==> src/rtl/dbag_pkg.sv <==
package dbag_pkg;
  typedef enum logic [1:0] {
    BSZ_8   = 2'd0,
    BSZ_16  = 2'd1,
    BSZ_32  = 2'd2,
    BSZ_BAD = 2'd3
  } beat_size_e;

  localparam int NUM_CH = 2;
  localparam int CH_SRC = 0;
  localparam int CH_DST = 1;
endpackage

==> src/rtl/dbag_step_calc.sv <==
module dbag_step_calc #(
  parameter int ADDR_W = 32,
  parameter int STEP_W = 3
) (
  input  logic              inc_en,
  input  logic              use_step,
  input  logic [1:0]        size_code,
  input  logic [STEP_W-1:0] step_code,
  output logic [ADDR_W-1:0] step
);
  logic [ADDR_W-1:0] unit;

  always_comb begin
    unit = ADDR_W'(1) << size_code;
    if (!inc_en)
      step = '0;
    else if (use_step)
      step = unit << step_code;
    else
      step = unit;
  end
endmodule

==> src/rtl/dbag_addr_reg.sv <==
module dbag_addr_reg #(
  parameter int ADDR_W = 32
) (
  input  logic              clk,
  input  logic              rst,
  input  logic              load,
  input  logic [ADDR_W-1:0] base,
  input  logic              adv,
  input  logic [ADDR_W-1:0] step,
  output logic [ADDR_W-1:0] addr
);
  always_ff @(posedge clk) begin
    if (rst)
      addr <= '0;
    else if (load)
      addr <= base;
    else if (adv)
      addr <= addr + step;
  end

  assert_addr_hold_R8: assert property (@(posedge clk) disable iff (rst)
    (!load && !adv) |=> $stable(addr));
endmodule

==> src/rtl/dbag_beat_ctr.sv <==
module dbag_beat_ctr #(
  parameter int CNT_W = 16
) (
  input  logic             clk,
  input  logic             rst,
  input  logic             load,
  input  logic [CNT_W-1:0] cnt_in,
  input  logic             dec,
  output logic             last
);
  logic [CNT_W-1:0] remain;

  always_ff @(posedge clk) begin
    if (rst)
      remain <= '0;
    else if (load)
      remain <= cnt_in;
    else if (dec)
      remain <= remain - 1'b1;
  end

  assign last = (remain == CNT_W'(1));

  assert_no_underflow_R6: assert property (@(posedge clk) disable iff (rst)
    dec |-> (remain != '0));
endmodule

==> src/rtl/dma_beat_addr_gen.sv <==
module dma_beat_addr_gen
  import dbag_pkg::*;
#(
  parameter int ADDR_W = 32,
  parameter int CNT_W  = 16,
  parameter int STEP_W = 3
) (
  input  logic              clk,
  input  logic              rst,
  input  logic              start,
  input  logic              cfg_src_inc,
  input  logic              cfg_dst_inc,
  input  logic              cfg_step_on_src,
  input  logic [STEP_W-1:0] cfg_step_code,
  input  logic [1:0]        cfg_beat_size,
  input  logic [ADDR_W-1:0] src_base,
  input  logic [ADDR_W-1:0] dst_base,
  input  logic [CNT_W-1:0]  beat_count,
  input  logic              beat_done,
  output logic [ADDR_W-1:0] src_addr,
  output logic [ADDR_W-1:0] dst_addr,
  output logic [1:0]        xfer_size,
  output logic              busy,
  output logic              block_done,
  output logic              cfg_err
);
  logic              busy_q, done_q, err_q;
  logic [1:0]        size_q;
  logic              src_inc_q, dst_inc_q, sel_q;
  logic [STEP_W-1:0] code_q;
  logic              cfg_ok, accept, refuse, beat, last;

  logic [NUM_CH-1:0]              inc_vec;
  logic [NUM_CH-1:0]              use_vec;
  logic [NUM_CH-1:0][ADDR_W-1:0]  base_vec;
  logic [NUM_CH-1:0][ADDR_W-1:0]  step_vec;
  logic [NUM_CH-1:0][ADDR_W-1:0]  addr_vec;

  assign cfg_ok = (cfg_beat_size != BSZ_BAD) && (beat_count != '0);
  assign accept = start && !busy_q && cfg_ok;
  assign refuse = start && !busy_q && !cfg_ok;
  assign beat   = beat_done && busy_q;

  always_ff @(posedge clk) begin
    if (rst) begin
      busy_q    <= 1'b0;
      done_q    <= 1'b0;
      err_q     <= 1'b0;
      size_q    <= '0;
      src_inc_q <= 1'b0;
      dst_inc_q <= 1'b0;
      sel_q     <= 1'b0;
      code_q    <= '0;
    end else begin
      done_q <= 1'b0;
      if (accept) begin
        busy_q    <= 1'b1;
        err_q     <= 1'b0;
        size_q    <= cfg_beat_size;
        src_inc_q <= cfg_src_inc;
        dst_inc_q <= cfg_dst_inc;
        sel_q     <= cfg_step_on_src;
        code_q    <= cfg_step_code;
      end else if (refuse) begin
        err_q <= 1'b1;
      end else if (beat && last) begin
        busy_q <= 1'b0;
        done_q <= 1'b1;
      end
    end
  end

  assign inc_vec[CH_SRC]  = src_inc_q;
  assign inc_vec[CH_DST]  = dst_inc_q;
  assign use_vec[CH_SRC]  = sel_q;
  assign use_vec[CH_DST]  = !sel_q;
  assign base_vec[CH_SRC] = src_base;
  assign base_vec[CH_DST] = dst_base;

  for (genvar ch = 0; ch < NUM_CH; ch++) begin : g_chan
    dbag_step_calc #(.ADDR_W(ADDR_W), .STEP_W(STEP_W)) u_step (
      .inc_en    (inc_vec[ch]),
      .use_step  (use_vec[ch]),
      .size_code (size_q),
      .step_code (code_q),
      .step      (step_vec[ch])
    );
    dbag_addr_reg #(.ADDR_W(ADDR_W)) u_addr (
      .clk  (clk),
      .rst  (rst),
      .load (accept),
      .base (base_vec[ch]),
      .adv  (beat),
      .step (step_vec[ch]),
      .addr (addr_vec[ch])
    );
  end

  dbag_beat_ctr #(.CNT_W(CNT_W)) u_ctr (
    .clk    (clk),
    .rst    (rst),
    .load   (accept),
    .cnt_in (beat_count),
    .dec    (beat),
    .last   (last)
  );

  assign src_addr   = addr_vec[CH_SRC];
  assign dst_addr   = addr_vec[CH_DST];
  assign xfer_size  = size_q;
  assign busy       = busy_q;
  assign block_done = done_q;
  assign cfg_err    = err_q;

  assert_src_fixed_R2: assert property (@(posedge clk) disable iff (rst)
    (busy && !src_inc_q) |=> $stable(src_addr));
  assert_dst_fixed_R3: assert property (@(posedge clk) disable iff (rst)
    (busy && !dst_inc_q) |=> $stable(dst_addr));
  assert_size_legal_R4: assert property (@(posedge clk) disable iff (rst)
    busy |-> (xfer_size != BSZ_BAD));
  assert_done_pulse_R6: assert property (@(posedge clk) disable iff (rst)
    block_done |=> !block_done);
  assert_done_idle_R6: assert property (@(posedge clk) disable iff (rst)
    block_done |-> !busy);
  assert_refuse_idle_R7: assert property (@(posedge clk) disable iff (rst)
    $rose(cfg_err) |-> !busy);
  assert_busy_hold_R8: assert property (@(posedge clk) disable iff (rst)
    (busy && !beat_done) |=> busy);
endmodule

==> config.mk <==
export PLATFORM = sky130hd
export DESIGN_NAME = dma_beat_addr_gen
export DESIGN_NICKNAME = d
export VERILOG_FILES = /design/src/rtl/dbag_pkg.sv /design/src/rtl/dbag_step_calc.sv /design/src/rtl/dbag_addr_reg.sv /design/src/rtl/dbag_beat_ctr.sv /design/src/rtl/dma_beat_addr_gen.sv
export SDC_FILE = /design/constraint.sdc
export NUM_CORES = 1
export LEC_CHECK = 0
export BUFFER_PORTS_ARGS = -buffer_cell sky130_fd_sc_hd__buf_4
export CORE_MARGIN = 2
export CORE_UTILIZATION = 55
export DETAILED_ROUTE_END_ITERATION = 10
export PLACE_DENSITY = 0.85
export SETUP_SLACK_MARGIN = 0.15
export SLEW_MARGIN = 10
export SYNTH_ARGS = -nofsm -noshare
export SYNTH_HDL_FRONTEND = slang
export SYNTH_SLANG_ARGS = --single-unit
==> constraint.sdc <==
create_clock -name clk -period 7.9 [get_ports clk]
set_input_delay 0.79 -clock clk [delete_from_list [all_inputs] [get_ports clk]]
set_output_delay 0.79 -clock clk [all_outputs]
set_load 0.01 [all_outputs]
* Word-level counts from Yosys, hierarchy flattened
Cells that the tools add are included.
Word-level totals: register bits after elaboration 91, output and inout bits 69
Cells by class: add/sub/neg operators 3, reduce and logical (&&, ||, !) cells 14, equal/unequal tests 3, mux-type cells 14, shift operators 2
Operators with widths (number):
- 32-bit two-way mux | 8
- 32-bit adder | 2
- 16-bit two-way mux | 2
- 1-bit by 2-bit << shifter with 32-bit output (first input constant) | 1
- 32-bit by 3-bit << shifter with 32-bit output | 1
- 16-bit by 1-bit equality test with 1-bit output (second input constant) | 1
- 16-bit nonzero test | 1
- 16-bit by 1-bit subtractor with 16-bit output (second input constant) | 1
- 1-bit logical AND | 6
- 1-bit two-way mux | 4
- 2-bit inequality test (second input constant) | 2
- 2-bit nonzero test | 2
- 3-bit OR reduction | 1
- 1-bit zero test | 2
- 2-bit AND reduction | 1
- 2-bit OR reduction | 1

* Depth between registers and ports, before layout
Gate-level depths: netlist of run 1.
depth after elaboration 7, depth in mapped cells 14

* Cells and area by module
From an unflattened synthesis of run 1, not the netlist that was laid out.
Second synthesis, totals: cell total of the unflattened synthesis 1162, area, all modules 8967.4 um2
By module, submodules not included:
- dbag_addr_reg at g_chan[0].u_addr | area an instance 3323.2 um2, cells each 447, sequential area each 640.6 um2, instances 1
- dbag_addr_reg at g_chan[1].u_addr | area an instance 3191.8 um2, cells each 412, sequential area each 640.6 um2, instances 1
- dbag_step_calc | area an instance 500.5 um2, cells each 72, sequential area each 0.0 um2, instances 2
- dbag_beat_ctr | area an instance 904.6 um2, cells each 106, sequential area each 320.3 um2, instances 1
- dma_beat_addr_gen | area an instance 546.8 um2, cells each 53, sequential area each 220.2 um2, instances 1

* Worst setup path before layout of run 1
Ideal clock, no wire load.
kind register to register, start point register code_q[1], end point register g_chan[1].u_addr.addr[12], buffers on the path 2, period minus slack after synthesis 3238 ps, library setup time 67 ps, stages on the path, launching flop included 15, required time 7833 ps, data arrival time 3170 ps, path slack 4662 ps, path through dfxtp_1 clkbuf_1 nor3b_1 a21oi_1 mux2_2 o32a_1 nor2_1 ha_1 a21oi_4 o211ai_2 a311o_2 and3_4 buf_6 mux2_4 a21oi_2
Between the ends: longest elaborated chain between the ends 6
Ends and longest elaborated chain:
- from (decl) | RTL line dma_beat_addr_gen.sv:30 | logic [STEP_W-1:0] code_q;
- from (signal assigned) | RTL line dma_beat_addr_gen.sv:63 | code_q <= cfg_step_code;
- 32-bit by 3-bit << shifter with 32-bit output | RTL line dbag_step_calc.sv:18 | step = unit << step_code;
- 32-bit two-way mux | RTL line dbag_step_calc.sv:17 | else if (use_step)
- 32-bit two-way mux | RTL line dbag_step_calc.sv:15 | if (!inc_en)
- 32-bit adder | RTL line dbag_addr_reg.sv:18 | addr <= addr + step;
- 32-bit two-way mux | RTL line dbag_addr_reg.sv:17 | else if (adv)
- 32-bit two-way mux | RTL line dbag_addr_reg.sv:15 | else if (load)
- to (signal assigned) | RTL line dbag_addr_reg.sv:16 | addr <= base;
- to (signal assigned) | RTL line dbag_addr_reg.sv:18
- to (decl) | RTL line dbag_addr_reg.sv:10 | output logic [ADDR_W-1:0] addr
No other way between the ends. The select of a mux whose other input is x is not followed. A chain may end at the register's enable or synchronous reset.

* Final worst setup path of run 1
start point register code_q[1], end point register g_chan[0].u_addr.addr[16]
Between the ends: longest elaborated chain between the ends 6
Ends and longest elaborated chain (RTL line):
- 32-bit by 3-bit << shifter with 32-bit output | dbag_step_calc.sv:18
- 32-bit two-way mux | dbag_step_calc.sv:17
- 32-bit two-way mux | dbag_step_calc.sv:15
- 32-bit adder | dbag_addr_reg.sv:18
- 32-bit two-way mux | dbag_addr_reg.sv:17
- 32-bit two-way mux | dbag_addr_reg.sv:15
- to (signal assigned) | dbag_addr_reg.sv:16
- to (signal assigned) | dbag_addr_reg.sv:18
- to (decl) | dbag_addr_reg.sv:10
No other way between the ends. The select of a mux whose other input is x is not followed.

==> results.cfg, run 1 <==
[detailed_routing]
via_count = 6670
dr.pass1.iters = 5
ant_nets = 0
drt_iter0_markers = 588
remaining_drc_errors = 0
viasPerCell = 6.29
drt-total-wl_mm = 18.5
wire_per_inst_um = 17.4

[floorplanning]
ioPinCount = 161
initial_core_util = 0.566
core_um2 = 10900
fp-row-count = 38
chipHeight_um = 110
die_width_um = 110
die_area_um2 = 12100

[sta]
setup_viol_count_final = 0
tightest_slew_ns = 1.15
min_period_over_period = 0.479
max_freq_mhz = 264
fin_skew_ns = 0.00912
fin_setup_tns_ns = 0
maxSlewViolCount = 0
hold_violations = 0
finalCriticalPeriod_ns = 3.78
timing.slew.headroom = 0.226
rsz0062_at_grt = no

[global_route]
antenna_found_initial = 0
grt-ovfl-total = 0
grt_max_degree = 93
grt_pass1_wl_mm = 29.2
grt_pass1_vias = 6103
grt_usage = 0.302

[logic_synthesis]
ys_types = 78
syn-cell-area_um2 = 6160
synthCells = 795
ys_seq_elements = 91
synth_area_leader_cell = dfxtp_1
yosysSeqAreaShare = 0.296
async_flop_share = 0
synth_area_leaders = dfxtp_1 (30%), a21oi_1 (5.9%), nand2_1 (5.2%)
ys_warn_count = 0
synth_top_flop_cell = dfxtp_1
synth_edf_count = 0
syn_avg_cell_area_um2 = 7.75
synth_fp_nets = 913
synth_top_area_share = 0.296

[power]
powerDensity_nw_per_um2 = 158
power.leakage_nw = 2.99
peakVddDrop_uv = 109
power_mw = 1.20

[placement]
io_buffers = 160
placedCellCount = 1045
gp_congestion = 0.911
placed_cell_area_um2 = 7350
hpwl_mm = 12.9

[finish]
nets = 1034
final_cell_mix = buf_4 (165), dfxtp_1 (91), nand2_1 (85)
area_delta_synth_final_pct = 23.3
antenna_cells = 0
final_util = 0.698
layout_commonest_cell = buf_4
fin_area_um2 = 7600
drive_gt1_frac = 0.231
layout.cells.non_filler = 1061

[status]
outcome = finished clean

[hold_path]
hold_start = g_chan[1].u_addr.addr[0]
min_path_cells = 2
hold_class = reg -> reg
holdPathEnd = g_chan[1].u_addr.addr[0]

[cts]
clk_latency_ns = 0.37
clk_pin_slew_ns = 0.10
cts_root_buf = clkbuf_8
clk_path_buf_depth = 2
post-cts-setup-buffers = 0
htree_levels = 3
numCtsBuffers = 9
tritoncts = built
hold_buffers = 0
clock-sinks = 91
cts_resized = 0

[setup_path]
rr_worst_depth = 12
setup.worst_path.start_class = register
crit_arrival_ns = 4.07
r2r_start = code_q[1]
path_class = reg -> reg
crit_required_ns = 8.19
end_kind = register
r2r_setup_slack_ns = 4.12
crit_path_max_fanout = 13
r2r-end = g_chan[0].u_addr.addr[16]

[run]
max-cap-violations = 0
[metrics by stage]
stage | setup WS (ns) | hold WS, ns
final | 4.12 | 0.506
after floorplan | 4.66 | 0.481
after CTS | 4.20 | 0.506
after detailed placement | 4.23 | 0.494
after global routing | 3.92 | 0.545
after global placement | 4.35 | 0.475
[logic make-up (layout without fill, tap and decap cells)]
logic type | after synthesis | count (layout) | synth area share
simple gates | 323 | 323 | 0.269
compound gates | 252 | 252 | 0.281
flops | 91 | 91 | 0.296
buf+inv | 66 | 192 | 0.0445
xor+xnor | 33 | 33 | 0.0469
fa+ha+maj | 26 | 26 | 0.0552
mux | 4 | 4 | 0.00792
[worst max-delay path, stage by stage, from the launching register on]
cell,delay (ns)
dfxtp_1,0.55
nor3b_1,0.24
a21oi_1,0.09
mux2_2,0.33
o32a_1,0.21
nor2_1,0.12
ha_1,0.31
a21oi_1,0.25
o211ai_1,0.14
a31oi_1,0.88
nor3b_1,0.18
xnor2_1,0.19
a211oi_1,0.22
[worst max-delay path by stage]
stage | from | end | slack, ns | cells after the start
finish | code_q[1] | g_chan[0].u_addr.addr[16] | 4.12 | 12
global route | xfer_size[1] | g_chan[0].u_addr.addr[16] | 3.92 | 12
global placement | code_q[1] | g_chan[0].u_addr.addr[18] | 4.35 | 12
floorplan | code_q[1] | g_chan[1].u_addr.addr[12] | 4.66 | 14
detailed placement | code_q[1] | g_chan[0].u_addr.addr[16] | 4.23 | 12
CTS | code_q[1] | g_chan[0].u_addr.addr[16] | 4.20 | 12
[layout make-up]
class	instances	area [um2]
inverter	11	41.3
timing repair buffer	165	1240
multi-input combinational	638	4070
sequential	91	1820
clock buffer	10	138
tap	140	175
clock inverter	6	111
fill	937	3290
[metal layers]
layer / wire length, um / vias to the layer above / GRT usage
met4: 411 / 0 / 0.0986
met3: 1580 / 41 / 0.0545
li1: - / 3245 / -
met5: 0 / - / 0
met1: 7920 / 3088 / 0.405
met2: 8580 / 296 / 0.490
[Yosys cell counts (all sizes together) (6+ instances only)]
library cell,number
xnor2,20
a21oi,76
a211oi,15
and3,17
ha,24
a31oi,20
o22ai,13
dfxtp,91
nand4,20
or3,11
a21o,8
o311ai,6
nor3,22
nor2b,8
a221oi,11
a22oi,16
inv,11
and2,9
clkbuf,37
buf,18
o21ai,24
xor2,13
nand3,35
nor2,76
o211ai,17
nand2,85
a311oi,6
nor4,13
[power by group]
part	internal (mW)	switching, mW	leakage (nW)
logic	0.122	0.137	2.12
registers	0.492	0.0465	0.747
clock network	0.220	0.179	0.123
total	0.834	0.363	2.99
[sequential cells by signal, indices dropped and copies added, names as in the netlist, 2 cells and up]
register            cells
code_q                  3
g_chan.u_addr.addr     64
u_ctr.remain           16
xfer_size               2
No activity file was read; power rests on OpenSTA's default activity.
==> inputs of run 2 (changes only) <==
- CORE_UTILIZATION: 55 -> 49
- PLACE_DENSITY: 0.85 -> 0.8
- clock period: 7.9 -> 3.3 ns (I/O delays scaled with it)
==> run 2 against run 1 <==
Core utilization down 4.1 points. Die area up 12%. Final area up 5.1%. Fmax up 23%. Clock skew down 0.00088 ns. Non-clock buffer count up 14. Final cell count up 4.0%. Via count up 2.1%. Sequential share of layout area down 1.0 points. Hold slack worse by 0.28 ns. First-iteration DRC count down 1.4%.
==> results.cfg, run 2 (synthesis gave the netlist of run 1 again) <==
[status]
outcome = finished clean

[sta]
rsz0062_at_grt = yes
hold_slack_ns = 0.227
fin_setup_tns_ns = 0
maxSlewViolCount = 0
finalCriticalPeriod_ns = 3.08
timing.slew.headroom = 0.619
setup_viol_count_final = 0
max_freq_mhz = 325
tightest_slew_ns = 0.571
min_period_over_period = 0.932
hold_violations = 0
setup_slack_ns = 0.223
fin_skew_ns = 0.00824

[finish]
area_delta_synth_final_pct = 29.6
drive_gt1_frac = 0.267
fill_cells = 1050
largest_reg_flops = 64
layout_commonest_cell = buf_4
multi_input_comb_area_um2 = 4200
final_cell_mix = buf_4 (177), dfxtp_1 (86), nand2_1 (85)
largest-register = g_chan.u_addr.addr
ff_latch_area_um2 = 1830
nets = 1048
reg.largest.list = g_chan.u_addr.addr x64, u_ctr.remain x16, code_q x3
antenna_cells = 0

[cts]
clock-sinks = 91
clk_pin_slew_ns = 0.07
post-cts-setup-buffers = 0
clk_path_buf_depth = 2
htree_levels = 3
tritoncts = built
clk_latency_ns = 0.35
cts_root_buf = clkbuf_16
numCtsBuffers = 9

[detailed_routing]
viasPerCell = 6.17
remaining_drc_errors = 0
ant_nets = 0
wire_per_inst_um = 17.5
drt_iter0_markers = 580
via_count = 6807
drt-total-wl_mm = 19.3
dr.pass1.iters = 5

[global_route]
grt-ovfl-total = 0
grt_pass1_vias = 6024
grt_pass1_wl_mm = 30.1
antenna_found_initial = 0
grt_max_degree = 56
grt_usage = 0.278

[setup_path]
crit_required_ns = 3.56
end_kind = register
path_class = reg -> reg
crit_arrival_ns = 3.34
crit_path_max_fanout = 7
setup.worst_path.start_class = register

[power]
power.leakage_nw = 3.10
peakVddDrop_uv = 343
powerDensity_nw_per_um2 = 390

[floorplanning]
die_width_um = 116
core_um2 = 12200
chipHeight_um = 116
fp-row-count = 40
die_area_um2 = 13500
ioPinCount = 161
initial_core_util = 0.507

[placement]
gp_congestion = 0.901
hpwl_mm = 13.6
place_ws_ns = 0.0193
io_buffers = 160

[hold_path]
hold_class = in -> reg

[run]
max-cap-violations = 0
run 2: changes by cell type in the layout (fill, tap and decap cells not counted), sizes merged:
cell / before / now
bufinv: 3 / 2
inv: 12 / 11
clkbuf: 10 / 11
clkinv: 1 / 2
buf: 165 / 179
run 2: critical path, stage by stage, from the launching register on:
cell and delay (ns):
dfxtp_2 0.34, buf_4 0.16, xor2_2 0.23, nand3b_1 0.14, nor2_1 0.15, a21oi_1 0.07, nor2b_1 0.22, ha_1 0.19
a21o_1 0.21, nand4_4 0.18, a211oi_4 0.30, o21ai_2 0.08, or4_1 0.48, a311oi_1 0.25
run 2: stage by stage:
stage | area, um2 | instances | total power, mW | utilization
after CTS | 7870 | 1103 | 3.10 | 0.647
after detailed placement | 7510 | 1087 | 1.95 | 0.618
after floorplan | 6170 | 795 | 1.65 | -
after global placement | 7510 | 1087 | 1.93 | 0.618
after global routing | 7990 | 1103 | 3.24 | 0.657
final | 7990 | 1103 | 3.12 | 0.657
run 2: final timing paths:
path                             from                         to  slack, ns  depth (start not counted)
max                         code_q[0]  g_chan[0].u_addr.addr[31]       0.22                         13
min                      dst_base[17]  g_chan[1].u_addr.addr[17]       0.23                          3
max reg2reg                 code_q[0]  g_chan[0].u_addr.addr[31]       0.22                         13
min reg2reg  g_chan[1].u_addr.addr[0]   g_chan[1].u_addr.addr[0]       0.50                          2
run 2: metal layers:
metal  share of wire  vias up  track usage
li1                -     3281            -
met1            0.44     3171        0.395
met2            0.45      323        0.431
met3           0.085       32       0.0498
met4           0.019        0       0.0857
met5               0        -            0
run 2: final cells by class:
cell class | count | area share
clock buffer | 11 | 0.0316
sequential | 91 | 0.229
tap | 168 | 0.0263
multi-input combinational | 638 | 0.525
clock inverter | 5 | 0.0106
inverter | 11 | 0.00517
timing repair buffer | 179 | 0.171
run 2: what timing repair did:
item | 4_1_cts | 5_1_grt
resized for setup | 4 | 28
cloned | 0 | 0
endpoints found under the setup margin | 6 | 44
pin swaps | 0 | 2
hold buffers | 0 | 0
run 2: power by group:
group | internal [mW] | leakage, nW | switching, mW
sequential | 1.18 | 0.750 | 0.109
combinational | 0.312 | 2.19 | 0.341
clock | 0.709 | 0.162 | 0.466
